$ cat config.mk
export PLATFORM = sky130hd
export DESIGN_NAME = vsync_gen
export DESIGN_NICKNAME = d
export VERILOG_FILES = /design/src/rtl/vsync_gen_pkg.sv /design/src/rtl/vsync_gen_regs.sv /design/src/rtl/vsync_gen_match.sv /design/src/rtl/vsync_gen_out.sv /design/src/rtl/vsync_gen.sv
export SDC_FILE = /design/constraint.sdc
export NUM_CORES = 1
export LEC_CHECK = 0
export BUFFER_PORTS_ARGS = -buffer_cell sky130_fd_sc_hd__buf_2
export CAP_MARGIN = 20
export CORE_UTILIZATION = 55
export DETAILED_ROUTE_END_ITERATION = 7
export HOLD_SLACK_MARGIN = 0.1
export PLACE_DENSITY = 0.78
export SLEW_MARGIN = 20
export SYNTH_ARGS = -nofsm -noshare
export SYNTH_HDL_FRONTEND = slang
export SYNTH_SLANG_ARGS = --single-unit
$ cat constraint.sdc
create_clock -name clk_i -period 1.8 [get_ports clk_i]
set_input_delay 0.27 -clock clk_i [delete_from_list [all_inputs] [get_ports clk_i]]
set_output_delay 0.27 -clock clk_i [all_outputs]
set_load 0.01 [all_outputs]
$ cat src/rtl/vsync_gen_pkg.sv
package vsync_gen_pkg;
  typedef enum logic [1:0] {
    REG_START_F1 = 2'd0,
    REG_STOP_F1  = 2'd1,
    REG_START_F2 = 2'd2,
    REG_STOP_F2  = 2'd3
  } reg_sel_e;

  localparam int unsigned NUM_FIELDS     = 2;
  localparam int unsigned REGS_PER_FIELD = 2;
  localparam int unsigned NUM_REGS       = NUM_FIELDS * REGS_PER_FIELD;
  localparam int unsigned LINE_LSB       = 16;
  localparam int unsigned PIX_LSB        = 0;
endpackage

$ cat src/rtl/vsync_gen_regs.sv
module vsync_gen_regs
  import vsync_gen_pkg::*;
#(
  parameter int unsigned COORD_W = 12,
  parameter int unsigned DATA_W  = 32,
  parameter int unsigned ADDR_W  = 2
) (
  input  logic               clk_i,
  input  logic               rst_ni,
  input  logic               we_i,
  input  logic [ADDR_W-1:0]  addr_i,
  input  logic [DATA_W-1:0]  wdata_i,
  output logic [DATA_W-1:0]  rdata_o,
  output logic [COORD_W-1:0] line_o [NUM_REGS],
  output logic [COORD_W-1:0] pix_o  [NUM_REGS]
);
  localparam int unsigned LINE_MSB = LINE_LSB + COORD_W;
  localparam int unsigned PIX_MSB  = PIX_LSB + COORD_W;

  logic [COORD_W-1:0] line_q [NUM_REGS];
  logic [COORD_W-1:0] pix_q  [NUM_REGS];

  for (genvar g = 0; g < NUM_REGS; g++) begin : g_reg
    always_ff @(posedge clk_i or negedge rst_ni) begin
      if (!rst_ni) begin
        line_q[g] <= '0;
        pix_q[g]  <= '0;
      end else if (we_i && (addr_i == ADDR_W'(g))) begin
        line_q[g] <= wdata_i[LINE_LSB +: COORD_W];
        pix_q[g]  <= wdata_i[PIX_LSB +: COORD_W];
      end
    end
    assign line_o[g] = line_q[g];
    assign pix_o[g]  = pix_q[g];
  end

  // gap bits between fields are never stored
  logic unused_wdata;
  assign unused_wdata = ^{wdata_i[DATA_W-1:LINE_MSB], wdata_i[LINE_LSB-1:PIX_MSB]};

  always_comb begin
    rdata_o = '0;
    rdata_o[LINE_LSB +: COORD_W] = line_q[addr_i];
    rdata_o[PIX_LSB +: COORD_W]  = pix_q[addr_i];
  end
endmodule

$ cat src/rtl/vsync_gen_match.sv
module vsync_gen_match
  import vsync_gen_pkg::*;
#(
  parameter int unsigned COORD_W = 12
) (
  input  logic [COORD_W-1:0] line_i,
  input  logic [COORD_W-1:0] pix_i,
  input  logic               field_i,
  input  logic [COORD_W-1:0] reg_line_i [NUM_REGS],
  input  logic [COORD_W-1:0] reg_pix_i  [NUM_REGS],
  output logic               start_hit_o,
  output logic               stop_hit_o
);
  logic [NUM_FIELDS-1:0] start_f;
  logic [NUM_FIELDS-1:0] stop_f;

  for (genvar f = 0; f < NUM_FIELDS; f++) begin : g_field
    localparam int unsigned START_IDX = f * REGS_PER_FIELD;
    localparam int unsigned STOP_IDX  = START_IDX + 1;
    assign start_f[f] = (line_i == reg_line_i[START_IDX]) && (pix_i == reg_pix_i[START_IDX]);
    assign stop_f[f]  = (line_i == reg_line_i[STOP_IDX])  && (pix_i == reg_pix_i[STOP_IDX]);
  end

  assign start_hit_o = start_f[field_i];
  assign stop_hit_o  = stop_f[field_i];
endmodule

$ cat src/rtl/vsync_gen_out.sv
module vsync_gen_out (
  input  logic clk_i,
  input  logic rst_ni,
  input  logic start_hit_i,
  input  logic stop_hit_i,
  output logic vsync_o
);
  logic vsync_q;

  always_ff @(posedge clk_i or negedge rst_ni) begin
    if (!rst_ni)          vsync_q <= 1'b0;
    else if (stop_hit_i)  vsync_q <= 1'b0;  // stop wins on a tie
    else if (start_hit_i) vsync_q <= 1'b1;
  end

  assign vsync_o = vsync_q;
endmodule

$ cat src/rtl/vsync_gen.sv
module vsync_gen
  import vsync_gen_pkg::*;
#(
  parameter int unsigned COORD_W = 12,
  parameter int unsigned DATA_W  = 32,
  parameter int unsigned ADDR_W  = 2
) (
  input  logic               clk_i,
  input  logic               rst_ni,
  input  logic               reg_we_i,
  input  logic [ADDR_W-1:0]  reg_addr_i,
  input  logic [DATA_W-1:0]  reg_wdata_i,
  output logic [DATA_W-1:0]  reg_rdata_o,
  input  logic [COORD_W-1:0] line_cnt_i,
  input  logic [COORD_W-1:0] pix_cnt_i,
  input  logic               field_i,
  output logic               vsync_o
);
  logic [COORD_W-1:0] reg_line [NUM_REGS];
  logic [COORD_W-1:0] reg_pix  [NUM_REGS];
  logic               start_hit;
  logic               stop_hit;

  vsync_gen_regs #(
    .COORD_W(COORD_W), .DATA_W(DATA_W), .ADDR_W(ADDR_W)
  ) u_regs (
    .clk_i   (clk_i),
    .rst_ni  (rst_ni),
    .we_i    (reg_we_i),
    .addr_i  (reg_addr_i),
    .wdata_i (reg_wdata_i),
    .rdata_o (reg_rdata_o),
    .line_o  (reg_line),
    .pix_o   (reg_pix)
  );

  vsync_gen_match #(.COORD_W(COORD_W)) u_match (
    .line_i      (line_cnt_i),
    .pix_i       (pix_cnt_i),
    .field_i     (field_i),
    .reg_line_i  (reg_line),
    .reg_pix_i   (reg_pix),
    .start_hit_o (start_hit),
    .stop_hit_o  (stop_hit)
  );

  vsync_gen_out u_out (
    .clk_i       (clk_i),
    .rst_ni      (rst_ni),
    .start_hit_i (start_hit),
    .stop_hit_i  (stop_hit),
    .vsync_o     (vsync_o)
  );
endmodule

==> results of run 1 <==
==> cell usage in the layout (no fill, tap or decap) <==
cell type and instances:
sky130_fd_sc_hd__clkinvlp_4 1, sky130_fd_sc_hd__clkinv_2 2, sky130_fd_sc_hd__nor3_1 1, sky130_fd_sc_hd__xor2_2 1, sky130_fd_sc_hd__clkbuf_8 12, sky130_fd_sc_hd__nand3_1 1, sky130_fd_sc_hd__xor2_1 47, sky130_fd_sc_hd__o32ai_1 1
sky130_fd_sc_hd__mux4_2 24, sky130_fd_sc_hd__mux2_2 94, sky130_fd_sc_hd__dfrtp_1 97, sky130_fd_sc_hd__nor4_1 13, sky130_fd_sc_hd__xnor2_2 1, sky130_fd_sc_hd__o31ai_2 1, sky130_fd_sc_hd__buf_12 3, sky130_fd_sc_hd__dlygate4sd3_1 1
sky130_fd_sc_hd__nand3b_1 2, sky130_fd_sc_hd__a31oi_1 2, sky130_fd_sc_hd__clkinv_4 1, sky130_fd_sc_hd__nor3b_4 1, sky130_fd_sc_hd__conb_1 8, sky130_fd_sc_hd__buf_4 19, sky130_fd_sc_hd__mux2_1 2, sky130_fd_sc_hd__xnor2_1 47
sky130_fd_sc_hd__nand4_1 14, sky130_fd_sc_hd__buf_2 77, sky130_fd_sc_hd__nor4_4 1
==> registers in the layout, indices dropped and copies added, names as in the netlist <==
signal,cells
u_out.vsync_o,1
u_regs.line_o,48
u_regs.pix_o,48
==> kinds of logic (layout without fill, tap and decap cells) <==
family	after synthesis	after routing	synth area share (%)
AOI/OAI and AO/OA	4	4	0.542
xor gates and xnor gates	96	96	16.0
buffers and inverters	24	116	2.97
DFF	97	97	45.7
muxes	120	120	30.6
other	1	8	0.0707
and+or+nand+nor	33	33	4.13
==> worst paths after layout <==
path	depth (start not counted)	endpoint	slack, ns
worst max register to register	6	u_out.vsync_o	0.03
worst min register to register	1	u_regs.line_o[39]	0.55
max in group asynchronous	3	u_regs.line_o[28]	0.80
min in group asynchronous	2	u_regs.pix_o[42]	0.33
worst min-delay path	2	u_out.vsync_o	0.15
worst max-delay path	3	reg_rdata_o[24]	0.02
==> cell type report <==
cell class | instances | area (um2) | area share (%)
flip-flops and latches | 97 | 2430 | 39.4
multi-input cells | 261 | 2780 | 45.1
repair buffers | 100 | 598 | 9.72
clock inverters | 4 | 26.3 | 0.427
clock buffers | 12 | 165 | 2.68
well taps | 129 | 161 | 2.62
==> power by group <==
part	switching, W	internal, W
logic	0.000727	0.000972
registers	0.000402	0.00259
clock network	0.000773	0.000615
total	0.00190	0.00418
==> routing by layer <==
layer | vias to the layer above | GRT usage, % | part of all wire, %
li1 | 1548 | - | -
met3 | 18 | 4.04 | 4.4
met5 | - | 0 | 0
met2 | 105 | 43.5 | 49
met4 | 0 | 10.6 | 1.9
met1 | 1808 | 36.7 | 44
==> metrics by stage <==
step | area [um2] | std cells
after floorplan | 5330 | 382
after global placement | 5920 | 585
after detailed placement | 5920 | 585
after CTS | 6120 | 602
after global routing | 6150 | 603
final | 6150 | 603
==> repair_timing <==
item                                   in CTS  in global routing
setup endpoints to repair                   1                  1
endpoints found under the hold margin      20                  0
buffers inserted                            0                  1
hold buffers                                1                  0
gates cloned                                0                  0
gates resized for setup                     1                  3
pin swaps                                   1                  4
==> metrics list, run 1 <==
- Clock tree from TritonCTS: built
* Leak: 2.60 nW
- Routability-driven placement congestion ratio: 0.848
* Number of antenna cells inserted: 0
* Global-route wire length before repair: 19.9 mm
- The synthesized design spends more area on one cell type than any other, namely sky130_fd_sc_hd__dfrtp_1.
- Clock tree synthesis inserted a total of 9 buffers.
- The final critical path takes up 98.7% of the cycle.
- Buffers placed on the I/O ports in this run total 78.
- In this run the worst path has a maximum fanout of 2.
- Bufs on Longest Clock Path: 2
- Area share of the largest cell type after synthesis: 45.7%
- The synthesized design contains 97 register bits.
* Fraction of synthesis flops using an asynchronous set or reset pin: 100%
- The number of antenna violations at the first check in global routing was 0.
- CTS saw 97 sinks.
- The total area inside the core boundary comes to 9280 um2.
- Number of DRC markers in iteration 0: 186
- Outcome: finished clean
* Number of top-level pins: 95
* Power density over the cells: 987 nW/um2
* Number of pins exceeding their max-slew limit in the final report: 0
* Worst setup path start: u_regs.line_o[8]
* Part of the Yosys area used for sequential elements: 45.7%
* Main flop type after synthesis: sky130_fd_sc_hd__dfrtp_1
- On the final layout, the worst hold slack is 0.149 ns.
- Area enclosed by the die boundary: 10000 um2
* Reg2reg start: u_regs.pix_o[7]
- In this run the clock root is driven by a sky130_fd_sc_hd__clkbuf_8.
* Type of origin of the critical path: flop
- Timing analysis after detailed placement gives a worst setup slack of -0.107 ns.
- The cell family contributing the most delay on the critical path is multiplexers.
- Counting instances in the post-synthesis netlist gives the leading cell types as 97 x sky130_fd_sc_hd__dfrtp_1, 94 x sky130_fd_sc_hd__mux2_2, 48 x sky130_fd_sc_hd__xor2_1.
- The design draws 0.00608 W.
- Max stage delay on crit path: 0.44 ns
- After routing, the total negative slack on setup checks comes to 0 ns.
* Post-Synthesis Mean Instance Area: 14.2 um2
- In this run the worst hold path is classified as in2reg.
* Final routed wirelength across all metal layers: 12.6 mm
- Sum of buffers and inverters on the critical path: 2
- The worst hold path begins at field_i.
- Vias after detailed routing: 3479
* Maximum number of pins on one net before global-route repair: 50
- Clock-pin slew was measured on the worst setup and hold paths at 0.09 ns.
* Final-report setup violation count: 0
- Pre-Repair DR Iteration Count: 4
* Deepest level of the CTS H-tree: 3
- Cells along the critical path: buf_4 -> mux4_2 -> buf_2
- The worst setup path is captured at an output pin.
- Max Fclk: 0.563 GHz
- Crit path time final: 1.78 ns
- Once detailed placement completed, the half-perimeter wirelength came to 9.29 mm.
- Synthesis instantiated 21 different standard cells from the library.
* Max IR drop VDD: 0.502 mV
- Total standard cell area after synthesis: 5310 um2
- Reported max-cap violation count: 0
* Hold violation count in the final report: 0
- Count of yosys warnings during synthesis: 0
- Area contributors post-synth: sky130_fd_sc_hd__dfrtp_1 46%, sky130_fd_sc_hd__mux2_2 20%, sky130_fd_sc_hd__mux4_2 10%
* Net count reported at finish: 531
- Library cell with the highest instance count after synthesis: sky130_fd_sc_hd__dfrtp_1
* Vias in the first global route: 3719
- Post-synth EDFFs: 0
- Unrepaired setup endpoints after global routing: true
* Data required time at the worst endpoint: 1.53 ns
- Across the routed clock network, the largest skew measured is 0.0105 ns.
- CP max-delay cell: sky130_fd_sc_hd__mux4_2
* Total track usage: 26.8%
- Final worst-path setup slack: 0.0236 ns
- Utilization after layout: 66.3%
- Synthesized instance count: 375
* Fraction of final layout cells with drive strength greater than 1: 50.2%
- Count of nets left with antenna violations after detail routing: 0
- Arrival time reported for the critical path endpoint: 1.51 ns
- The later pin in the worst-skew pair is clocked with a latency of 0.37 ns.
- After global routing the overflow that remains totals 0.
- Number of rows created at floorplan: 35
- Compared with the post-synthesis result, the final layout area differs by 16.0%.
- The die is 100 um tall.
- Starting density of the core: 57.2%
- Detailed-route wire length per cell: 20.9 um
- The critical path is of the reg2out type.
* Per-cell via count in the routed design: 5.77
* Die outline width: 100 um
* Post-detailed-route DRC marker count: 0
- The filler cells instantiated in the layout total 705.
No activity file was read; power rests on OpenSTA's default activity.
==> run 2, diff against run 1 <==
--- a/config.mk
+++ b/config.mk
@@ -5,12 +5,12 @@
 export SDC_FILE = /design/constraint.sdc
 export NUM_CORES = 1
 export LEC_CHECK = 0
-export BUFFER_PORTS_ARGS = -buffer_cell sky130_fd_sc_hd__buf_2
 export CAP_MARGIN = 20
 export CORE_UTILIZATION = 55
 export DETAILED_ROUTE_END_ITERATION = 7
+export DONT_BUFFER_PORTS = 1
 export HOLD_SLACK_MARGIN = 0.1
-export PLACE_DENSITY = 0.78
+export PLACE_DENSITY = 0.69
 export SLEW_MARGIN = 20
 export SYNTH_ARGS = -nofsm -noshare
 export SYNTH_HDL_FRONTEND = slang
==> run 2 against run 1 <==
The run now ends with negative hold slack, negative setup slack left. Critical path type is now reg2reg. Count of clock-buffer cells in the layout unchanged. Total power down 4.5%. Global-route usage down 1.2 points. Clock power about the same. Largest cell class unchanged. Combinational power down 16%. Non-clock buffer count down 64. Sequential power about the same.
==> metrics list, run 2 (synthesis results as in run 1) <==
- Number of DRC markers in iteration 0: 119
- Crit path time final: 1.85 ns
* Most common library cell in the layout ignoring fill and taps: sky130_fd_sc_hd__dfrtp_1
- The min-delay analysis places its worst path in the category in2async.
- Maximum fanout count along the critical path: 3
- The die covers 10000 um2.
- Final worst-path setup slack: -0.0500 ns
- For this run, the top clock speed supported by timing is 0.541 GHz.
- Number of buffers added for setup after CTS: 0
- After detailed routing, the number of vias per cell comes to 5.92.
- Data required time at the worst endpoint: 2.05 ns
- Summing internal, switching and leakage power gives 0.00581 W.
- The area growth from synthesis to layout is 10.8%.
- CTS placed an instance of sky130_fd_sc_hd__clkbuf_8 at the clock tree root.
- Hold Worst Slack: -0.421 ns
* Hpwl dp: 8.39 mm
* Initial antenna violation count: 0
* CP Capture Type: flop
- Post-detailed-route DRC marker count: 0
* Global route total overflow: 0
* Fraction of final layout cells with drive strength greater than 1: 35.4%
* Overall die height: 100 um
- Vias after detailed routing: 3191
- The placed instances occupy a cell area of 5430 um2.
* Net count reported at finish: 467
- During placement, the flow inserted port buffers numbering 0.
- Between clock sinks in the finished design, the worst skew comes to 0.00789 ns.
- The count of nets left with antenna violations once routing finished came out at 0.
- The tool flagged a number of max-cap violations equal to 0.
- For this design the top-level I/O count stands at 95.
- The clock tree synthesis step divided the H-tree into 3 levels.
* Top library cells by usage in the layout, fill and taps aside: 97 x sky130_fd_sc_hd__dfrtp_1, 94 x sky130_fd_sc_hd__mux2_2, 48 x sky130_fd_sc_hd__xor2_1
- The via count of the first global-routing pass was 3404.
- Global-route wire length before repair: 18.8 mm
* Cts bufs inserted: 9
* Number of pins exceeding their max-slew limit in the final report: 0
- The run finished, with violations left.
- The critical path goes through xor2_1 -> nor4_2 -> buf_4 -> nand4_1 -> o31ai_1 -> o32ai_1.
- The worst setup path is of the reg2reg kind.
- Number of rows created at floorplan: 35
* Insertion delay to the later sink of the worst-skew pair: 0.37 ns
- The number of hold violations in the final report is 97.
* Max stage delay on crit path: 0.42 ns
- CP max-delay cell: sky130_fd_sc_hd__dfrtp_1
- Final routed wirelength across all metal layers: 12.0 mm
* Leak: 2.32 nW
- Violations in the final reports: negative hold slack, negative setup slack
- The region available for standard cell placement spans 9280 um2.
- From left edge to right edge, the die measures 100 um.
- Number of antenna cells inserted: 0
* Clock transition at the registers of the reported paths: 0.10 ns
- Bufs on Longest Clock Path: 2
* Maximum number of pins on one net before global-route repair: 98
* Unrepaired setup endpoints after global routing: true
- Final design area excluding fillers: 5880 um2
* Hold_buf cts: 25
- In this run the power density over the cells is 988 nW/um2.
- For this configuration, the core starts out at a cell density of 57.2%.
- Clock tree synthesis found a total of 97 sinks.
* Period Utilization, post-route: 103%
- Global routing consumed, over all layers together, 25.6% of the routing resources.
- The first TritonRoute pass finished after 4 iterations.
* Clock tree from TritonCTS: built
- Setup violations remaining at the end of the flow were counted as 1.
- At the end of routability-driven placement, the weighted congestion stood at 0.798.
- Type of origin of the critical path: flop
- Across the VDD grid, the largest voltage drop is 0.490 mV.
- Dividing the detail-routed wire length by the instance count gives 22.2 um.
- At the worst endpoint, the arrival time is 2.10 ns.
run 2: cell count changes in the layout (fill, tap and decap cells not counted), moves of 2 or more:
cell,delta
sky130_fd_sc_hd__buf_12,-2
sky130_fd_sc_hd__clkinv_2,-2
sky130_fd_sc_hd__clkbuf_1,+3
sky130_fd_sc_hd__buf_4,-9
sky130_fd_sc_hd__clkbuf_8,-3
sky130_fd_sc_hd__dlygate4sd3_1,+24
sky130_fd_sc_hd__buf_2,-77
run 2: power by group:
group	internal (W)	total (W)	switching [W]
Clock	0.000647	0.00141	0.000767
Combinational	0.000864	0.00142	0.000560
Sequential	0.00259	0.00297	0.000378
run 2: final timing paths:
kind / from / to / slack, ns / depth (start not counted)
setup / recovery: u_regs.pix_o[3] / u_out.vsync_o / -0.05 / 6
hold / removal: rst_ni / u_regs.pix_o[33] / -0.42 / 0
setup reg to reg: u_regs.pix_o[3] / u_out.vsync_o / -0.05 / 6
hold reg to reg: u_regs.line_o[39] / u_regs.line_o[39] / 0.54 / 1
max in group asynchronous: rst_ni / u_regs.line_o[2] / 2.09 / 0
min in group clk_i: reg_addr_i[1] / u_regs.line_o[39] / 0.19 / 2
run 2: stage by stage:
stage,utilization (%),TNS [ns],worst slack (ns),instances
2_1_floorplan,-,0,0.251,382
3_3_place_gp,58.5,-0.0690,-0.0690,498
3_5_place_dp,58.5,-0.119,-0.119,498
4_1_cts,63.3,0,0.00603,539
5_1_grt,63.3,-0.0247,-0.0247,539
6_report,63.3,-0.0500,-0.0500,539
run 2: what timing repair did:
| item | 4_1_cts | 5_1_grt |
|---|---|---|
| setup endpoints to repair | 1 | 1 |
| gates resized for setup | 1 | 0 |
| endpoints found under the hold margin | 194 | 97 |
| pin swaps | 1 | 1 |
run 2: worst max-delay path: cells and delay by family (launching register included):
family,cells,cell delay [ns]
compound gates,2,0.39
simple gates,2,0.57
flops,1,0.42
xor+xnor,1,0.18
buf+inv,1,0.18
run 2: area by class of cell:
type / instances / area (um2)
sequential: 97 / 2430
multi-input combinational: 261 / 2750
clock inverter: 4 / 53.8
fill: 758 / 3410
tap: 129 / 161
timing repair buffer: 36 / 345
clock buffer: 12 / 135
run 2: per-layer routing:
| metal | up-vias | GRT usage [%] | part of all wire (%) |
|---|---|---|---|
| met5 | - | 0 | 0 |
| met4 | 0 | 7.47 | 0.97 |
| met3 | 13 | 6.48 | 6.7 |
| li1 | 1421 | - | - |
| met2 | 86 | 41.3 | 48 |
| met1 | 1671 | 34.5 | 44 |
